## config.mk

```make
export PLATFORM = sky130hd
export DESIGN_NAME = calc_core
export DESIGN_NICKNAME = d
export VERILOG_FILES = /design/src/rtl/calc_core.sv
export SDC_FILE = /design/constraint.sdc
export NUM_CORES = 1
export LEC_CHECK = 0
export ABC_AREA = 0
export BUFFER_PORTS_ARGS = -buffer_cell sky130_fd_sc_hd__buf_2
export CAP_MARGIN = 20
export CORE_AREA = 10 10 47 49
export CTS_CLUSTER_DIAMETER = 50
export CTS_CLUSTER_SIZE = 24
export DETAILED_ROUTE_END_ITERATION = 8
export DIE_AREA = 0 0 57 59
export PLACE_DENSITY = 0.65
export SLEW_MARGIN = 10
export SYNTH_ARGS = -nofsm -noshare
export SYNTH_HDL_FRONTEND = slang
export SYNTH_SLANG_ARGS = --single-unit
```

## constraint.sdc

```tcl
create_clock -name clk -period 1.35 [get_ports clk]
set_input_delay 0.135 -clock clk [delete_from_list [all_inputs] [get_ports clk]]
set_output_delay 0.135 -clock clk [all_outputs]
set_load 0.05 [all_outputs]
```

## src/rtl/calc_core.sv

```systemverilog
module calc_core #(
  parameter int DW = 16,
  parameter int IMEM_DEPTH = 32
) (
  input  logic                          clk,
  input  logic                          rst,
  input  logic [3:0]                    dbg_sel,
  output logic [DW-1:0]                 dbg_val,
  output logic [$clog2(IMEM_DEPTH)-1:0] pc_o
);
  localparam int PW = $clog2(IMEM_DEPTH);
  localparam int NREG = 16;
  localparam logic [3:0] LINK = 4'd15;

  logic [31:0]   imem [IMEM_DEPTH];
  logic [DW-1:0] rf [NREG];
  logic [PW-1:0] pc;

  initial begin
    for (int i = 0; i < IMEM_DEPTH; i++) imem[i] = '0;
  end

  logic [31:0] instr;
  logic        typ, is_ctl, is_call, is_ret, is_sub;
  logic [2:0]  op;
  logic [3:0]  rs, rt, rd;
  logic [15:0] imm;

  assign instr = imem[pc];
  assign typ   = instr[31];
  assign op    = instr[30:28];
  assign rs    = instr[27:24];
  assign rt    = instr[23:20];
  assign rd    = instr[19:16];
  assign imm   = instr[15:0];

  assign is_ctl  = (op == 3'd7);
  assign is_call = is_ctl & ~typ;
  assign is_ret  = is_ctl & typ;
  assign is_sub  = (op == 3'd1);

  logic [DW-1:0] opa, opb, imm_x, b_in, sum, res;

  assign imm_x = DW'($signed(imm));
  assign opa   = (rs == 4'd0) ? '0 : rf[rs];
  assign opb   = typ ? ((rt == 4'd0) ? '0 : rf[rt]) : imm_x;
  assign b_in  = is_sub ? ~opb : opb;
  assign sum   = opa + b_in + DW'(is_sub);

  always_comb begin
    case (op)
      3'd0, 3'd1: res = sum;
      3'd2:       res = opa & opb;
      3'd3:       res = opa | opb;
      3'd4:       res = opa ^ opb;
      3'd5:       res = ~opa;
      3'd6:       res = opb;
      default:    res = '0;
    endcase
  end

  logic [PW-1:0] pc_inc, pc_jmp;
  assign pc_inc = pc + 1'b1;
  assign pc_jmp = pc + PW'(imm);

  always_ff @(posedge clk) begin
    if (rst) begin
      pc <= '0;
      for (int i = 0; i < NREG; i++) rf[i] <= '0;
    end else begin
      if (is_ret)       pc <= PW'(rf[LINK]);
      else if (is_call) pc <= pc_jmp;
      else              pc <= pc_inc;
      if (is_call)                      rf[LINK] <= DW'(pc_inc);
      else if (!is_ctl && rd != 4'd0)   rf[rd]   <= res;
    end
  end

  assign dbg_val = (dbg_sel == 4'd0) ? '0 : rf[dbg_sel];
  assign pc_o    = pc;
endmodule

```

After elaboration in Yosys (flattened, before gate mapping)
Memories as Yosys holds them, arrays and structs flattened.
Index checks and enable logic that the tools add are counted.
{"block": "op_classes", "n_mul": 0, "n_addsub": 4, "bitwise": 10, "eq_ne": 7, "order_cmp": 0, "n_div": 0, "shifts": 0, "n_mux": 19, "reduce_logical": 8}
{"operator": "$mux 16", "count": 7}
{"operator": "$pmux 16 s6", "count": 1}
{"operator": "$not 16->16", "count": 2}
{"operator": "$add 16x1->16", "count": 1}
{"operator": "$add 16x16->16", "count": 1}
{"operator": "$and 16x16->16", "count": 1}
{"operator": "$or 16x16->16", "count": 1}
{"operator": "$xor 16x16->16", "count": 1}
{"operator": "$eq 3x3->1 const AB", "count": 4}
{"operator": "$mux 5", "count": 2}
{"operator": "$mux 1", "count": 9}
{"operator": "$logic_not 4->1 const A", "count": 2}
{"operator": "$eq 3x2->1 const AB", "count": 2}
{"operator": "$add 5x1->5 const B", "count": 1}
{"operator": "$add 5x5->5 const B", "count": 1}
{"operator": "$logic_not 4->1", "count": 1}
{"operator": "$reduce_bool 4->1 const A", "count": 1}
{"operator": "$eq 3x1->1 const AB", "count": 1}
{"operator": "$logic_not 3->1 const A", "count": 1}
{"operator": "$or 1x1->1", "count": 2}
{"operator": "$reduce_or 2->1", "count": 1}
{"operator": "$and 1x1->1", "count": 1}
{"operator": "$and 1x1->1 const B", "count": 1}
{"operator": "$logic_and 1x1->1", "count": 1}
{"operator": "2 further kinds", "count": 2}
{"block": "word_totals", "mem_bits_rw": 256, "n_memories": 1, "reg_bits": 5, "rom_bits": 0, "latchBits": 0, "wordCells": 50, "out_inout_bits": 21}
{"memory": "rf", "depth": 16, "width": 16, "rd": 3, "rd_ports_with_merged_regs": 0, "wr": 16, "line": "16", "rtl": "logic [DW-1:0] rf [NREG];"}

Longest topological paths before layout
{"block": "depth", "ltp_word": 9, "depth_mapped": 3, "depth_no_buf": 3}

Worst setup path before layout
Ideal clock, no wire load.
{"block": "synth_path", "path_kind": "flip-flop to flip-flop", "start": "register pc[0] (netlist: pc_o[0])", "end": "register pc[4] (netlist: pc_o[4])", "setup_ns": 0.121, "synth_period_minus_slack_ns": 1.433, "arrival_time_ns": 1.312, "setup_slack_ns": -0.083, "path_stages_with_launch": 4, "required_time_ns": 1.229, "path_cell_list": "dfxtp_1 ha_1 nand3_1 mux2_4"}
{"block": "synth_between", "elab_chain_len": 3}
{"item": "start: declaration", "line": "17", "rtl": "logic [PW-1:0] pc;"}
{"item": "start signal: assignment", "line": "71", "rtl": "if (is_ret) pc <= PW'(rf[LINK]);"}
{"item": "start signal: assignment", "line": "72", "rtl": "else if (is_call) pc <= pc_jmp;"}
{"item": "start signal: assignment", "line": "73", "rtl": "else pc <= pc_inc;"}
{"item": "$add 5x1->5 / $add 5x5->5 (equally long branches)", "line": "63, 64"}
{"item": "$mux 5 *", "line": "72"}
{"item": "$mux 5 *", "line": "71"}
Every way passes the cells marked *; elsewhere a longest branch is shown, timed or not.
A chain may end at the register's enable or synchronous reset.

Worst setup path after layout
Ends and elaborated chain as after synthesis.

==> summary.md <==
STA classifies the critical path endpoint as a register. Summed over all cells, the static leakage comes to 0.000183 uW. Post-CTS repair timing setup buffer count: 0. Clock tree synthesis selected as its root buffer the cell sky130_fd_sc_hd__clkbuf_4. The count of cells along the worst register-to-register path is 3. The total wirelength of the detailed-routed design is 579 um, and the post-route antenna net violation count is 0. The largest total area in the synthesized netlist belongs to sky130_fd_sc_hd__buf_4. Dividing the detail-routed wire length by the instance count gives 9.65 um. The tools report the startpoint class of the critical path as a register. The power per cell area is 1450 nW/um2.

The area growth from synthesis to layout is 4.71%. The finished layout holds 60 standard cells, fillers aside. The tools report the number of global-route vias before repair as 223. For the proportion of synthesized chip area in sequential cells, the log shows 31.4%. The clock insertion delay at the later pin of the skew report was 240 ps. The worst register-to-register path has a setup slack of 300 ps. The worst hold path terminates at pc_o[0].

The clock passes through at most 2 buffers. After layout, the worst path uses 77.7% of the clock period. Setup violations remaining at the end of the flow were counted as 0. The count of buffering cells on the critical path with inverters included is 0, and the number of sinks driven by the clock tree is 5.

During synthesis, Yosys emitted a total of 0 warnings. In the final layout, the share of cells above drive strength 1 is 29.5%. The die height works out to 59 um. The worst register-to-register path ends at pc_o[4]. The tools report the pin count of the biggest net entering global routing as 8.

The final core utilization came out at 23.8%. Buffers inserted to repair hold after CTS numbered 0. Traced cell by cell, the critical path runs through ha_1 -> nand3_1 -> mux2_4. After detailed routing, the number of remaining DRC violations is 0. The region available for standard cell placement spans 1400 um2. The placed instances occupy a cell area of 308 um2.

The maximum level of the CTS H-tree came out at 1. The global-route wire length before repair is 855 um. Across the run, the number of max-cap violations was 0. Adding up every negative setup slack in the final design gives 0 ps. The detailed router finished its first iteration with 2 violations. The minimum clock period came out at 1050 ps.

The final-report hold violation count was 0; the maximum fanout count along the critical path was 4. TritonCTS built the clock tree. Measured along the x axis, the die boundary spans 57 um. The worst register-to-register path begins at pc_o[0]. Based on the critical path, the design can be clocked at up to 953 MHz. The floorplan has 14 rows.

The startpoint identified for the worst hold timing path is rst. After routing the design area is 334 um2. The number of antenna violations at the first check in global routing is 0, and the CTS buffer count is 3.

Counting instances, the worst hold path has a depth of 2. The library cell used most frequently in the layout, excluding fill and tap cells, is sky130_fd_sc_hd__conb_1. After synthesis, the largest area contributor takes up 37.6% of total cell area. Broken down by cell family, the worst path's largest delay share belongs to flip-flops. IR analysis of the VDD net gives a maximum drop of 0.000455 V. The logs give 27 for the number of primary I/O pins and 3360 um2 for the area enclosed by the die boundary.

Post-CTS repair changed the size of 0 cells. After clock tree synthesis, the clock-pin slew on the worst setup and hold paths is 40 ps. The slowest stage of the critical path is the sky130_fd_sc_hd__dfxtp_2 cell. In this run, synthesis produced a sequential element count of 5. Global routing used 3.45% of the available tracks. The total number of vias was 196; the number of buffer cells added on primary ports was 6.

The category of the most critical setup path is register to register. Counting distinct cell types in the post-synthesis netlist gives 9. The synthesized area per cell is 9.12 um2. For this configuration, the core starts out at a cell density of 22.8%.

The via density per instance was 3.27; the largest clock skew in the final design was 1.82 ps. The maximum single-stage delay on the critical path is 330 ps, and the final-layout worst hold slack is 133 ps. The antenna diode instance count is 0.

The number of pins with negative max-slew slack in the final report came out at 0. The required arrival time at the worst endpoint is 1480 ps. Summed over all layers, the global routing overflow is 0. The flow ran to the end, and the final reports show no timing, DRC or antenna violations. Synthesis produced a netlist whose cell count is 35.

Leaving out fill and tap cells, the most frequent cells in the layout are sky130_fd_sc_hd__conb_1 (16), sky130_fd_sc_hd__buf_2 (6), sky130_fd_sc_hd__nor2_1 (4). At the end of routability-driven placement, the weighted congestion stood at 0.623. Number of cells in the design after placement: 56. Data arrives at the worst endpoint at 1180 ps. The final net count was 52; the flip-flop count of the largest register, all copies and words added was 5. After synthesis the cells add up to 319 um2. In this run the worst hold path is classified as primary input to register. The pre-antenna-repair detailed-routing pass consisted of 2 iterations. Setup repair after global routing left no endpoint under its margin.

Counting buffers and inverters, the worst setup path is 3 cells deep. Yosys attributes the largest share of cell area to sky130_fd_sc_hd__buf_4 (38%), sky130_fd_sc_hd__dfxtp_1 (31%), sky130_fd_sc_hd__mux2_4 (9.4%).
==> worst reg2reg max path: stages (launching register included) <==
cell                      delay [ps]
sky130_fd_sc_hd__dfxtp_2         330
sky130_fd_sc_hd__ha_1            220
sky130_fd_sc_hd__nand3_1          90
sky130_fd_sc_hd__mux2_4          290
==> power breakdown <==
part | total [uW] | internal (uW) | switching (uW)
clock | 172 | 112 | 60.0
combinational | 150 | 13.8 | 136
sequential | 164 | 157 | 6.65
==> cell usage after synthesis, drive strengths merged <==
cell / number
conb: 1
dfxtp: 5
ha: 1
buf: 16
nor2b: 3
mux2: 2
xnor2: 1
nand3: 2
nor2: 4
==> cell type report <==
cell class                 count  area, um2
timing repair buffer           6       30.0
sequential                     5        103
fill                         170       1070
tap                           16       20.0
clock buffer                   4       26.3
multi-input combinational     29        155
==> through the flow <==
step | power (uW) | setup WS, ps
after floorplan | 336 | 94.2
after global placement | 313 | 314
after detailed placement | 314 | 306
after CTS | 493 | 296
after global routing | 516 | 246
final | 485 | 301
==> layer usage <==
metal / up-vias / track usage [%] / part of all wire (%) / wire [um]
li1: 96 / - / - / -
met1: 84 / 2.72 / 39 / 227
met2: 16 / 4.65 / 44 / 252
met3: 0 / 5.15 / 17 / 98
met4: 0 / 1.01 / 0 / 0
met5: - / 0 / 0 / 0
==> logic make-up after synthesis <==
logic type,after synthesis,synth area share (%)
XOR/XNOR,1,2.75
adder cells (fa/ha/maj),1,3.92
buffers and inverters,16,37.6
flip-flops,5,31.4
multiplexers,2,9.41
other,1,1.18
AND/OR/NAND/NOR,9,13.7
==> worst max path at each step <==
stage	start	to	slack, ps
after floorplan	pc_o[2]	pc_o[3]	90
after global placement	pc_o[0]	pc_o[4]	310
after detailed placement	pc_o[0]	pc_o[4]	310
after CTS	pc_o[0]	pc_o[4]	300
after global routing	pc_o[2]	pc_o[2]	250
final	pc_o[0]	pc_o[4]	300
No activity file was read; power rests on OpenSTA's default activity.
